$ cat config.mk
export PLATFORM = sky130hd
export DESIGN_NAME = i2c_mem_target
export DESIGN_NICKNAME = d
export VERILOG_FILES = /design/src/rtl/i2cm_pkg.sv /design/src/rtl/i2cm_bus_sync.sv /design/src/rtl/i2cm_page_buf.sv /design/src/rtl/i2cm_wr_timer.sv /design/src/rtl/i2c_mem_target.sv
export SDC_FILE = /design/constraint.sdc
export NUM_CORES = 1
export LEC_CHECK = 0
export BUFFER_PORTS_ARGS = -buffer_cell sky130_fd_sc_hd__buf_2
export CAP_MARGIN = 25
export CORE_AREA = 2 2 191 193
export DETAILED_ROUTE_END_ITERATION = 8
export DIE_AREA = 0 0 193 195
export PLACE_DENSITY = 0.54
export SYNTH_ARGS = -nofsm -noshare
export SYNTH_HDL_FRONTEND = slang
export SYNTH_SLANG_ARGS = --single-unit
$ cat constraint.sdc
create_clock -name clk -period 2.5 [get_ports clk]
set_input_delay 0.375 -clock clk [delete_from_list [all_inputs] [get_ports clk]]
set_output_delay 0.375 -clock clk [all_outputs]
set_load 0.03 [all_outputs]
$ cat src/rtl/i2cm_pkg.sv
package i2cm_pkg;

    typedef enum logic [2:0] {
        PH_IDLE,
        PH_CTRL,
        PH_ALO,
        PH_AHI,
        PH_WDAT,
        PH_RDAT,
        PH_RACK
    } phase_e;

    typedef struct packed {
        logic scl;
        logic sda;
        logic rise;
        logic fall;
        logic start;
        logic stop;
    } bus_ev_t;

    localparam int PTR_W = 16;

    function automatic logic code_hit(input logic [7:0] ctrl, input logic [6:0] code);
        return ctrl[7:1] == code;
    endfunction

endpackage

$ cat src/rtl/i2cm_bus_sync.sv
module i2cm_bus_sync
    import i2cm_pkg::*;
(
    input  logic    clk,
    input  logic    rst,
    input  logic    scl_in,
    input  logic    sda_in,
    output bus_ev_t ev
);
    logic [2:0] scl_sh, sda_sh;

    always_ff @(posedge clk) begin
        if (rst) begin
            scl_sh <= 3'b111;
            sda_sh <= 3'b111;
        end else begin
            scl_sh <= {scl_sh[1:0], scl_in};
            sda_sh <= {sda_sh[1:0], sda_in};
        end
    end

    always_comb begin
        ev.scl   = scl_sh[1];
        ev.sda   = sda_sh[1];
        ev.rise  = scl_sh[1] & ~scl_sh[2];
        ev.fall  = ~scl_sh[1] & scl_sh[2];
        ev.start = scl_sh[1] & scl_sh[2] & sda_sh[2] & ~sda_sh[1];
        ev.stop  = scl_sh[1] & scl_sh[2] & ~sda_sh[2] & sda_sh[1];
    end
endmodule

$ cat src/rtl/i2cm_page_buf.sv
module i2cm_page_buf #(
    parameter int PAGE_BYTES = 16,
    parameter int ADDR_W     = 8
) (
    input  logic              clk,
    input  logic              rst,
    input  logic              clear,
    input  logic              push,
    input  logic [7:0]        push_data,
    input  logic [ADDR_W-1:0] push_base,
    input  logic              commit_start,
    output logic              pending,
    output logic              commit_we,
    output logic [ADDR_W-1:0] commit_addr,
    output logic [7:0]        commit_data
);
    localparam int IDX_W = $clog2(PAGE_BYTES);
    localparam int CNT_W = $clog2(PAGE_BYTES + 1);

    logic [7:0]        slots [PAGE_BYTES];
    logic [IDX_W-1:0]  wr_idx;
    logic [CNT_W-1:0]  fill;
    logic [CNT_W-1:0]  rd_idx;
    logic [ADDR_W-1:0] base;
    logic              active;

    always_ff @(posedge clk) begin
        if (push && !active) slots[wr_idx] <= push_data;
    end

    always_ff @(posedge clk) begin
        if (rst) begin
            wr_idx <= '0;
            fill   <= '0;
            rd_idx <= '0;
            base   <= '0;
            active <= 1'b0;
        end else if (active) begin
            rd_idx <= rd_idx + 1'b1;
            if (rd_idx == fill - 1'b1) begin
                active <= 1'b0;
                fill   <= '0;
                wr_idx <= '0;
            end
        end else if (clear) begin
            fill   <= '0;
            wr_idx <= '0;
        end else if (commit_start && fill != '0) begin
            active <= 1'b1;
            rd_idx <= '0;
        end else if (push) begin
            wr_idx <= (wr_idx == IDX_W'(PAGE_BYTES - 1)) ? '0 : wr_idx + 1'b1;
            if (fill != CNT_W'(PAGE_BYTES)) fill <= fill + 1'b1;
            if (fill == '0) base <= push_base;
        end
    end

    assign pending     = fill != '0;
    assign commit_we   = active;
    assign commit_addr = base + ADDR_W'(rd_idx);
    assign commit_data = slots[rd_idx[IDX_W-1:0]];

    // commit writes walk consecutive addresses
    a_r5_commit_consecutive: assert property (@(posedge clk) disable iff (rst)
        (commit_we && $past(commit_we)) |-> commit_addr == $past(commit_addr) + 1'b1);
endmodule

$ cat src/rtl/i2cm_wr_timer.sv
module i2cm_wr_timer #(
    parameter int WR_CYCLES = 5000
) (
    input  logic clk,
    input  logic rst,
    input  logic kick,
    output logic busy
);
    localparam int CW = $clog2(WR_CYCLES + 1);
    logic [CW-1:0] cnt;

    always_ff @(posedge clk) begin
        if (rst)              cnt <= '0;
        else if (kick)        cnt <= CW'(WR_CYCLES);
        else if (cnt != '0)   cnt <= cnt - 1'b1;
    end

    assign busy = cnt != '0;

    // a commit request always opens the busy window
    a_r4_kick_busy: assert property (@(posedge clk) disable iff (rst) kick |=> busy);
endmodule

$ cat src/rtl/i2c_mem_target.sv
module i2c_mem_target
    import i2cm_pkg::*;
#(
    parameter logic [6:0] DEV_CODE   = 7'h50,
    parameter int         MEM_AW     = 8,
    parameter int         PAGE_BYTES = 16,
    parameter int         WR_CYCLES  = 5000
) (
    input  logic              clk,
    input  logic              rst,
    input  logic              scl_in,
    input  logic              sda_in,
    output logic              sda_oe,
    output logic              busy,
    output logic [MEM_AW-1:0] mem_addr,
    output logic              mem_we,
    output logic [7:0]        mem_wdata,
    output logic              mem_re,
    input  logic [7:0]        mem_rdata
);
    bus_ev_t           ev;
    phase_e            phase_q, nxt_q;
    logic [3:0]        bitcnt_q;
    logic [7:0]        shreg_q, addr_lo_q, rd_byte_q;
    logic [PTR_W-1:0]  ptr_q;
    logic              oe_q, ack_drv_q, wr_txn_q, more_q;
    logic              rd_req_q, rd_pend_q;
    logic              push_q;
    logic [7:0]        push_data_q;
    logic [MEM_AW-1:0] push_base_q;
    logic              pending, commit_we, kick, buf_clear;
    logic [MEM_AW-1:0] commit_addr;
    logic [7:0]        commit_data;

    i2cm_bus_sync u_sync (
        .clk(clk), .rst(rst), .scl_in(scl_in), .sda_in(sda_in), .ev(ev)
    );

    assign kick      = ev.stop & wr_txn_q & pending & ~busy;
    assign buf_clear = ev.start & ~busy;

    i2cm_page_buf #(.PAGE_BYTES(PAGE_BYTES), .ADDR_W(MEM_AW)) u_buf (
        .clk(clk), .rst(rst), .clear(buf_clear),
        .push(push_q), .push_data(push_data_q), .push_base(push_base_q),
        .commit_start(kick), .pending(pending),
        .commit_we(commit_we), .commit_addr(commit_addr), .commit_data(commit_data)
    );

    i2cm_wr_timer #(.WR_CYCLES(WR_CYCLES)) u_timer (
        .clk(clk), .rst(rst), .kick(kick), .busy(busy)
    );

    assign sda_oe    = oe_q;
    assign mem_we    = commit_we;
    assign mem_wdata = commit_data;
    assign mem_re    = rd_req_q;
    assign mem_addr  = commit_we ? commit_addr : ptr_q[MEM_AW-1:0];

    always_ff @(posedge clk) begin
        if (rst) begin
            phase_q     <= PH_IDLE;
            nxt_q       <= PH_IDLE;
            bitcnt_q    <= '0;
            shreg_q     <= '0;
            addr_lo_q   <= '0;
            rd_byte_q   <= '0;
            ptr_q       <= '0;
            oe_q        <= 1'b0;
            ack_drv_q   <= 1'b0;
            wr_txn_q    <= 1'b0;
            more_q      <= 1'b0;
            rd_req_q    <= 1'b0;
            rd_pend_q   <= 1'b0;
            push_q      <= 1'b0;
            push_data_q <= '0;
            push_base_q <= '0;
        end else begin
            rd_req_q  <= 1'b0;
            push_q    <= 1'b0;
            rd_pend_q <= rd_req_q;
            if (rd_pend_q) rd_byte_q <= mem_rdata;

            if (ev.start) begin
                phase_q   <= PH_CTRL;
                bitcnt_q  <= '0;
                oe_q      <= 1'b0;
                ack_drv_q <= 1'b0;
                wr_txn_q  <= 1'b0;
            end else if (ev.stop) begin
                phase_q   <= PH_IDLE;
                oe_q      <= 1'b0;
                ack_drv_q <= 1'b0;
                wr_txn_q  <= 1'b0;
            end else begin
                unique case (phase_q)
                    PH_CTRL, PH_ALO, PH_AHI, PH_WDAT: begin
                        if (ev.rise && bitcnt_q < 4'd8) begin
                            shreg_q  <= {shreg_q[6:0], ev.sda};
                            bitcnt_q <= bitcnt_q + 1'b1;
                        end
                        if (ev.fall && bitcnt_q == 4'd8) begin
                            if (ack_drv_q) begin
                                ack_drv_q <= 1'b0;
                                phase_q   <= nxt_q;
                                if (nxt_q == PH_RDAT) begin
                                    oe_q     <= ~rd_byte_q[7];
                                    bitcnt_q <= 4'd1;
                                end else begin
                                    oe_q     <= 1'b0;
                                    bitcnt_q <= '0;
                                end
                            end else begin
                                oe_q      <= 1'b1;
                                ack_drv_q <= 1'b1;
                                unique case (phase_q)
                                    PH_CTRL: begin
                                        if (code_hit(shreg_q, DEV_CODE) && !busy) begin
                                            if (shreg_q[0]) begin
                                                nxt_q    <= PH_RDAT;
                                                rd_req_q <= 1'b1;
                                            end else begin
                                                nxt_q    <= PH_ALO;
                                                wr_txn_q <= 1'b1;
                                            end
                                        end else begin
                                            oe_q      <= 1'b0;
                                            ack_drv_q <= 1'b0;
                                            phase_q   <= PH_IDLE;
                                        end
                                    end
                                    PH_ALO: begin
                                        addr_lo_q <= shreg_q;
                                        nxt_q     <= PH_AHI;
                                    end
                                    PH_AHI: begin
                                        ptr_q <= {shreg_q, addr_lo_q};
                                        nxt_q <= PH_WDAT;
                                    end
                                    default: begin
                                        push_q      <= 1'b1;
                                        push_data_q <= shreg_q;
                                        push_base_q <= ptr_q[MEM_AW-1:0];
                                        ptr_q       <= ptr_q + 1'b1;
                                        nxt_q       <= PH_WDAT;
                                    end
                                endcase
                            end
                        end
                    end
                    PH_RDAT: begin
                        if (ev.fall) begin
                            if (bitcnt_q < 4'd8) begin
                                oe_q     <= ~rd_byte_q[3'd7 - bitcnt_q[2:0]];
                                bitcnt_q <= bitcnt_q + 1'b1;
                            end else begin
                                oe_q    <= 1'b0;
                                ptr_q   <= ptr_q + 1'b1;
                                phase_q <= PH_RACK;
                            end
                        end
                    end
                    PH_RACK: begin
                        if (ev.rise) begin
                            more_q   <= ~ev.sda;
                            rd_req_q <= ~ev.sda;
                        end
                        if (ev.fall) begin
                            if (more_q) begin
                                phase_q  <= PH_RDAT;
                                oe_q     <= ~rd_byte_q[7];
                                bitcnt_q <= 4'd1;
                            end else begin
                                phase_q <= PH_IDLE;
                                oe_q    <= 1'b0;
                            end
                        end
                    end
                    default: ;
                endcase
            end
        end
    end

    // no acknowledge of a control byte while the write cycle runs
    a_r4_no_ack_busy: assert property (@(posedge clk) disable iff (rst)
        (phase_q == PH_CTRL && busy) |-> !sda_oe);

    // SDA output only moves while SCL is low
    a_r11_sda_still_scl_high: assert property (@(posedge clk) disable iff (rst)
        (ev.scl && $past(ev.scl) && !ev.start && !ev.stop) |-> $stable(sda_oe));

    // memory is written only inside the write cycle after Stop
    a_r3_we_in_busy: assert property (@(posedge clk) disable iff (rst)
        mem_we |-> busy);

    // the controller acknowledge slot is left free
    a_r9_rack_released: assert property (@(posedge clk) disable iff (rst)
        (phase_q == PH_RACK) |-> !sda_oe);
endmodule

# --- Word level (Yosys, flattened, before mapping) ---
# Memories as Yosys holds them, arrays and structs flattened. A register that Yosys moved wholly into a read port is not among the register bits.
# Cells that the tools add are included.
word_totals:
  regBits: 115
  latch_bits: 0
  ramBits: 128
  rom_bits: 0
  inputBits: 12
  out_inout_bits: 20
  word_cells: 214
  mem_count: 1
op_classes:
  n_addsub: 9
  n_mul: 0
  div: 0
  n_lt_le_gt_ge: 2
  n_eq_ne: 32
  n_shift: 0
  n_mux: 76
  bitwise: 28
  n_reduce_logical: 40
memory_table:
  columns: ["memory", "depth", "word_bits", "read_ports", "rd_clocked_by_memory_dff", "wr", "line_no", "rtl"]
  rows:
  - ["u_buf.slots", 16, 8, 1, 1, 1, "i2cm_page_buf.sv:20", "logic [7:0] slots [PAGE_BYTES];"]
ops:
  columns: ["cell", "n"]
  rows:
  - ["$mux 16", 4]
  - ["$pmux 16 s2", 2]
  - ["$mux 4", 15]
  - ["$mux 5", 9]
  - ["$mux 3", 10]
  - ["$reduce_and 6->1", 5]
  - ["$mux 1", 27]
  - ["$mux 13", 2]
  - ["$ne 2x2->1 const B", 10]
  - ["$not 1->1", 17]
  - ["$add 16x1->16 const B", 1]
  - ["$ne 4x4->1 const B", 4]
  - ["$reduce_and 4->1", 4]
  - ["$ne 5x5->1 const B", 3]
  - ["$reduce_and 7->1", 2]
  - ["$reduce_bool 13->1", 1]
  - ["$sub 13x1->13 const B", 1]
  - ["$eq 3x3->1 const B", 4]
  - ["$pmux 4 s3", 1]
  - ["$and 1x1->1", 11]
  - ["$add 5x1->5 const B", 2]
  - ["$reduce_bool 5->1", 2]
  - ["$pmux 3 s3", 1]
  - ["$reduce_bool 3->1", 3]
  - ["other kinds (31)", 46]

# --- Depth between registers and ports, before layout ---
# Gate-level depths: netlist of run 1.
logic_depth:
  word_depth: 12
  mapped_depth: 9
  ltp_nobuf: 8

# --- Cells and area by module ---
# A second synthesis of run 1 with hierarchy kept.
unflattened:
  cells_unflattened: 890
  hier_area_um2: 10717.8
modules_own_cells:
  columns: ["module", "instances", "cells_per_inst", "area_each_um2", "seq_area_each_um2"]
  rows:
  - ["i2cm_page_buf", 1, 381, 6457.4, 4384.2]
  - ["i2c_mem_target", 1, 405, 3318.2, 1301.2]
  - ["i2cm_wr_timer", 1, 86, 737.0, 260.2]
  - ["i2cm_bus_sync", 1, 18, 205.2, 120.1]

# --- Least setup slack after synthesis of run 1 ---
# Ideal clock, no wire load.
synth_timing:
  kind: "flip-flop to output port"
  start: "register u_buf.rd_idx[0]"
  end: "output port mem_addr[6]"
  arrival_ps: 2015
  required_time_ps: 2125
  setup_slack_ps: 110
  path_stages_with_launch: 9
  n_path_buf: 0
  cell_sequence: "dfxtp_1 > ha_1 > inv_1 > fa_1 > nor2b_1 > o21ai_0 > a21boi_0 > o21a_1 > o221ai_1"
synth_between:
  elab_chain_cells: 2
synth_lines:
  columns: ["item", "line_no", "rtl"]
  rows:
  - ["start: declaration", "i2cm_page_buf.sv:23", "logic [CNT_W-1:0] rd_idx;"]
  - ["start signal: assignment", "i2cm_page_buf.sv:39", "rd_idx <= rd_idx + 1'b1;"]
  - ["$add 8x5->8", "i2cm_page_buf.sv:60", "assign commit_addr = base + ADDR_W'(rd_idx);"]
  - ["$mux 8", "i2c_mem_target.sv:57", "assign mem_addr = commit_we ? commit_addr : ptr_q[MEM_AW-1:0];"]
  - ["end: declaration", "i2c_mem_target.sv:15", "output logic [MEM_AW-1:0] mem_addr,"]
# Every way passes these cells.

==> results.json, run 1 <==
{
  "slew_headroom": 0.570,
  "max_freq_mhz": 363,
  "power_leakage_nw": 4.35,
  "cts_buffers": 27,
  "crit_fanout": 7,
  "synth_edf_count": 128,
  "antennaDiodeCount": 0,
  "layout_setup_ws_ns": -0.251,
  "cp_slowest_stage_delay_ns": 0.50,
  "fp.coreArea_sq_mm": 0.0354,
  "startpoint_type": "flop",
  "violations": "setup timing",
  "ys_top_cells_by_area": "edfxtp_1 37%, dfxtp_1 21%, mux4_2 9.0%",
  "total_power_mw": 9.51,
  "setup_tns_ns": -2.14,
  "tightest_slew_ns": 0.640,
  "end_kind": "primary output",
  "dr.pass1.iters": 5,
  "r2r.worst_path.cells": 8,
  "final-hold-violation-count": 0,
  "synthFlopType": "edfxtp_1",
  "via_per_inst": 4.97,
  "synth_area_per_cell_sq_um": 12.6,
  "critPathArrivalTime_ns": 2.38,
  "final_cell_mix": "128 x edfxtp_1, 106 x dfxtp_1, 97 x nor2_1",
  "fin_crit_ns": 2.75,
  "fin_worst_skew_ns": 0.0154,
  "hp-class": "in2reg",
  "wl_per_cell_microns": 17.4,
  "grt_pass1_vias": 6852,
  "final_common_cell": "edfxtp_1",
  "port_buffers": 31,
  "setup_viol": 10,
  "peakVddDrop_mv": 0.512,
  "antenna_found_initial": 0,
  "fin_crit_sh": 1.10,
  "postCtsHoldBufs": 0,
  "ys_seq_area_frac": 0.577,
  "yosysTopAreaCell": "edfxtp_1",
  "p_seq_frac": 0.456,
  "grt_max_degree": 33,
  "num_io_pins": 32,
  "power_frac_clock": 0.394,
  "drc": 0,
  "cap_violations": 0,
  "switching_share": 0.263,
  "insertion_delay_ns": 0.54,
  "row_count": 69,
  "grt_pass1_wl_mm": 38.7,
  "die_h_microns": 195,
  "vias": 6920,
  "die_area_sq_mm": 0.0376,
  "p_switching_mw": 2.50,
  "synth_seq_cells": 239,
  "synth_cell_types": 76,
  "intPower_mw": 7.02,
  "async_flop_share": 0,
  "syn-num-nets": 863,
  "status": "finished, violations left",
  "clk_pin_slew_ns": 0.06,
  "cts_tree": "yes",
  "gr-total-overflow": 0,
  "netlist_instances": 835,
  "hp-start": "sda_in",
  "first_iter_violations": 368,
  "largest_reg_flops": 128,
  "crit_top_cell": "mux4_2",
  "rsz0062_at_grt": "true",
  "clockBufferDepth": 3,
  "clock_sinks": 239,
  "htree_levels": 1,
  "slew_violations": 0,
  "grtUsageTotal": 0.129,
  "whs_path_depth": 2,
  "ys_warn_count": 0,
  "drive_above_1_share": 0.242,
  "top_regs": "u_buf.slots: 128 flops, u_timer.cnt: 13 flops",
  "dp_hpwl_mm": 16.3,
  "ant_nets": 0,
  "top_register": "u_buf.slots",
  "timing.rr.start": "u_timer.cnt[0]$_SDFFE_PP0N_",
  "crit_slowest_cell": "mux4_2",
  "path_cells": "buf_12 -> buf_16 -> mux4_2 -> mux4_2 -> buf_6",
  "critPathKind": "reg2out",
  "fillerInstances": 3500,
  "num-nets-final": 940,
  "initial_core_util": 0.297,
  "drt-total-wl_mm": 24.2,
  "fin_cells": 1393,
  "cts_root_buffer": "clkbuf_16",
  "die_w_microns": 193,
  "worstPathRequired_ns": 2.12,
  "gp_congestion": 0.833,
  "dpl.cell_count": 1332,
  "syn_area_sq_mm": 0.0105,
  "netlist.area_leader.share": 0.366,
  "power_density_mw_per_mm2": 752,
  "areaGrowthSynthToFinish_pct": 20.4,
  "p_comb_frac": 0.150
}
[power by group through the flow]
stage	Sequential [mW]	Clock, mW	Combinational (mW)
floorplan	4.39	0	1.04
global placement	4.42	0	1.28
detailed placement	4.42	0	1.28
CTS	4.34	3.85	1.39
global route	4.36	4.04	1.58
finish	4.34	3.75	1.43
[kinds of logic after synthesis]
group	count (synthesis)	synth area share
adder cells (fa/ha/maj)	17	0.0207
XOR/XNOR	18	0.0150
flip-flops	239	0.577
buffers and inverters	74	0.0294
multiplexers	98	0.144
AND/OR/NAND/NOR	259	0.127
AO/OA/AOI/OAI	130	0.0862
[per-layer routing]
layer / vias to the layer above / track usage / wire, microns
met2: 130 / 0.206 / 11100
met3: 33 / 0.0226 / 947
li1: 3318 / - / -
met5: - / 0 / 0
met1: 3439 / 0.184 / 11700
met4: 0 / 0.0278 / 408
[final timing paths]
kind | to | slack (ns)
setup / recovery | mem_wdata[7] | -0.25
hold / removal | u_sync.sda_sh[0]$_SDFF_PP1_ | 0.03
setup reg to reg | u_buf.base[0]$_SDFFE_PP0P_ | 0.12
hold reg to reg | u_sync.scl_sh[1]$_SDFF_PP1_ | 0.41
[stage by stage]
step	worst slack (ns)	hold slack, ns	area, sq um	utilization
5_1_grt	-0.344	0.00919	12700	0.357
2_1_floorplan	0.110	0.389	10500	-
3_5_place_dp	-0.0193	0.408	11500	0.324
6_report	-0.251	0.0253	12700	0.357
3_3_place_gp	-0.0246	0.400	11500	0.324
4_1_cts	-0.290	0.0105	12600	0.357
[synthesized netlist by cell type (all sizes together) (4+ instances only)]
master and n:
nand3b 6, mux2i 51, mux4 42, o21ai 22
nor3b 5, nand4 7, buf 14, edfxtp 128
a31oi 5, a211oi 8, xor2 4, ha 15
nor2 97, clkbuf 33, dfxtp 111, nor2b 5
a21oi 34, nor3 20, or4 4, nand3 21
a41oi 5, nand2b 8, nor4b 4, or3 9
xnor2 14, a311oi 5, mux2 5, or2 10
inv 27, o32ai 10, nand2 45
[what timing repair did]
action                                  CTS  global route
gates resized for setup                  53            10
endpoints found under the setup margin   15            15
gates cloned                              3             0
buffers inserted                          9             1
pin swaps                                14             4
[critical path, delay by kind of cell, from the launching register on]
kind | cells | cell delay (ns)
buf+inv | 3 | 0.42
flops | 1 | 0.41
mux | 2 | 1.00
[area by class of cell]
cell class,count,area [sq um],area share
multi-input cells,522,4220,0.334
clock buffers,38,737,0.0583
repair buffers,95,825,0.0652
flip-flops and latches,239,6080,0.480
inverters,27,108,0.00851
well taps,461,577,0.0456
clock inverters,11,106,0.00841
Power figures use the tool's default switching activity.
==> inputs of run 2 (changes only) <==
--- a/config.mk
+++ b/config.mk
@@ -10,7 +10,9 @@
 export CORE_AREA = 2 2 191 193
 export DETAILED_ROUTE_END_ITERATION = 8
 export DIE_AREA = 0 0 193 195
+export MAX_ROUTING_LAYER = met4
 export PLACE_DENSITY = 0.54
+export SKIP_LAST_GASP = 1
 export SYNTH_ARGS = -nofsm -noshare
 export SYNTH_HDL_FRONTEND = slang
 export SYNTH_SLANG_ARGS = --single-unit
==> run 2 against run 1 <==
The flow still finishes with violations (setup timing). Sequential power is essentially flat. Power is essentially flat. Global-route usage is 0.38 points higher. Worst setup slack better by 0.0035 ns. Via count decreased by 0.20%. Non-clock buffer count is the same. Sequential cell count stayed put. Routed wire length down 0.25%. First-iteration DRC count is 4.6% lower. Sequential share of layout area about the same. Maximum frequency is 0.13% higher. Combinational power about the same. Critical path type unchanged. Largest cell class unchanged. Largest power group unchanged.
==> results.json, run 2 (synthesis gave the netlist of run 1 again) <==
{
  "power_density_mw_per_mm2": 752,
  "slew_violations": 0,
  "whs_path_depth": 2,
  "post-route-util": 0.357,
  "power_frac_clock": 0.393,
  "gp_congestion": 0.846,
  "status": "finished, violations left",
  "grt_pass1_wl_mm": 38.7,
  "grt_pass1_vias": 6852,
  "largest_reg_flops": 128,
  "fillerInstances": 3499,
  "violations": "setup timing",
  "clk_pin_slew_ns": 0.06,
  "gr-total-overflow": 0,
  "multi_input_area_sq_mm": 0.00422,
  "ant_nets": 0,
  "critPathKind": "reg2out",
  "via_per_inst": 4.96,
  "first_iter_violations": 351,
  "grt_max_degree": 33,
  "final_cell_mix": "128 x edfxtp_1, 106 x dfxtp_1, 97 x nor2_1",
  "fin_cells": 1393,
  "dpl.cell_count": 1332,
  "cts_root_buffer": "clkbuf_16",
  "crit_fanout": 7,
  "fin_worst_skew_ns": 0.0147,
  "max_freq_mhz": 364,
  "p_comb_frac": 0.150,
  "cts_tree": "yes",
  "htree_levels": 1,
  "layout_setup_ws_ns": -0.248,
  "top_register": "u_buf.slots",
  "drive_above_1_share": 0.242,
  "num-nets-final": 940,
  "drt-total-wl_mm": 24.1,
  "top_regs": "u_buf.slots: 128 flops, u_timer.cnt: 13 flops",
  "p_switching_mw": 2.50,
  "setup_tns_ns": -2.12,
  "rrSetupSlack_ns": 0.12,
  "p_seq_frac": 0.456,
  "row_count": 69,
  "setup_viol": 10,
  "fp.coreArea_sq_mm": 0.0354,
  "wl_per_cell_microns": 17.3,
  "grtUsageTotal": 0.133,
  "power_leakage_nw": 4.35,
  "rr_endpoint": "u_buf.base[0]$_SDFFE_PP0P_",
  "antennaDiodeCount": 0,
  "fin_crit_sh": 1.10,
  "port_buffers": 31,
  "cap_violations": 0,
  "hold_slack_ns": 0.0265,
  "dr.pass1.iters": 5,
  "fin_crit_ns": 2.75,
  "slew_headroom": 0.575,
  "areaGrowthSynthToFinish_pct": 20.4,
  "startpoint_type": "flop",
  "drc": 0,
  "vias": 6906,
  "switching_share": 0.262,
  "tightest_slew_ns": 0.633,
  "cts_buffers": 27,
  "intPower_mw": 7.02,
  "hp-class": "in2reg",
  "final_common_cell": "edfxtp_1",
  "worstPathRequired_ns": 2.12,
  "peakVddDrop_mv": 0.513,
  "antenna_found_initial": 0,
  "rsz0062_at_grt": "true",
  "num_io_pins": 32,
  "clock_sinks": 239,
  "end_kind": "primary output",
  "die_area_sq_mm": 0.0376,
  "timing.rr.start": "u_timer.cnt[0]$_SDFFE_PP0N_",
  "insertion_delay_ns": 0.54,
  "initial_core_util": 0.297,
  "critPathArrivalTime_ns": 2.37,
  "clockBufferDepth": 3,
  "die_w_microns": 193,
  "seq_area_sq_mm": 0.00608,
  "r2r.worst_path.cells": 8,
  "dp_hpwl_mm": 16.3,
  "final-hold-violation-count": 0,
  "die_h_microns": 195,
  "crit_end": "mem_wdata[7]"
}
run 2: changes by cell type in the layout (fill, tap and decap cells not counted):
cell / delta
buf_4: +1
buf_6: -1
run 2: how the worst min path moves through the flow:
stage	from	end
floorplan	u_sync.scl_sh[0]$_SDFF_PP1_	u_sync.scl_sh[1]$_SDFF_PP1_
global placement	u_sync.scl_sh[0]$_SDFF_PP1_	u_sync.scl_sh[1]$_SDFF_PP1_
detailed placement	u_sync.scl_sh[0]$_SDFF_PP1_	u_sync.scl_sh[1]$_SDFF_PP1_
CTS	scl_in	u_sync.scl_sh[0]$_SDFF_PP1_
global route	scl_in	u_sync.scl_sh[0]$_SDFF_PP1_
finish	sda_in	u_sync.sda_sh[0]$_SDFF_PP1_
run 2: metrics by stage:
stage               total power [mW]  instance area, sq um  setup slack (ns)
floorplan                       5.43                 10500             0.110
detailed placement              5.70                 11500           -0.0193
global placement                5.70                 11500           -0.0246
finish                          9.51                 12600            -0.248
global route                    9.97                 12600            -0.344
CTS                             9.58                 12600            -0.290
run 2: repair_timing:
item | CTS | global route
buffers inserted | 9 | 1
cloned | 3 | 0
pin swaps | 14 | 4
hold buffers | 0 | 0
resized for setup | 53 | 9
endpoints found under the setup margin | 15 | 15
run 2: critical path, cell delays in order (launching register included):
cell     delay [ns]
dfxtp_4        0.41
buf_12         0.13
buf_16         0.13
mux4_2         0.50
mux4_2         0.49
buf_6          0.16
run 2: layout make-up:
type	instances	share of cell area
Clock inverter	11	0.00841
Timing Repair Buffer	95	0.0649
Clock buffer	38	0.0583
Sequential cell	239	0.481
Tap cell	461	0.0456
Inverter	27	0.00851
Multi-Input combinational cell	522	0.334
run 2: power by group through the flow:
| stage | logic [mW] | registers (mW) | clock network (mW) |
|---|---|---|---|
| after floorplan | 1.04 | 4.39 | 0 |
| after global placement | 1.28 | 4.42 | 0 |
| after detailed placement | 1.28 | 4.42 | 0 |
| after CTS | 1.39 | 4.34 | 3.85 |
| after global routing | 1.58 | 4.36 | 4.04 |
| final | 1.43 | 4.34 | 3.74 |
run 2: metal layers:
layer | global-route usage | vias up | part of all wire | routed length [microns]
li1 | - | 3322 | - | -
met1 | 0.185 | 3420 | 0.48 | 11700
met2 | 0.206 | 130 | 0.46 | 11100
met3 | 0.0221 | 34 | 0.038 | 912
met4 | 0.0278 | 0 | 0.017 | 409
met5 | - | - | 0 | 0
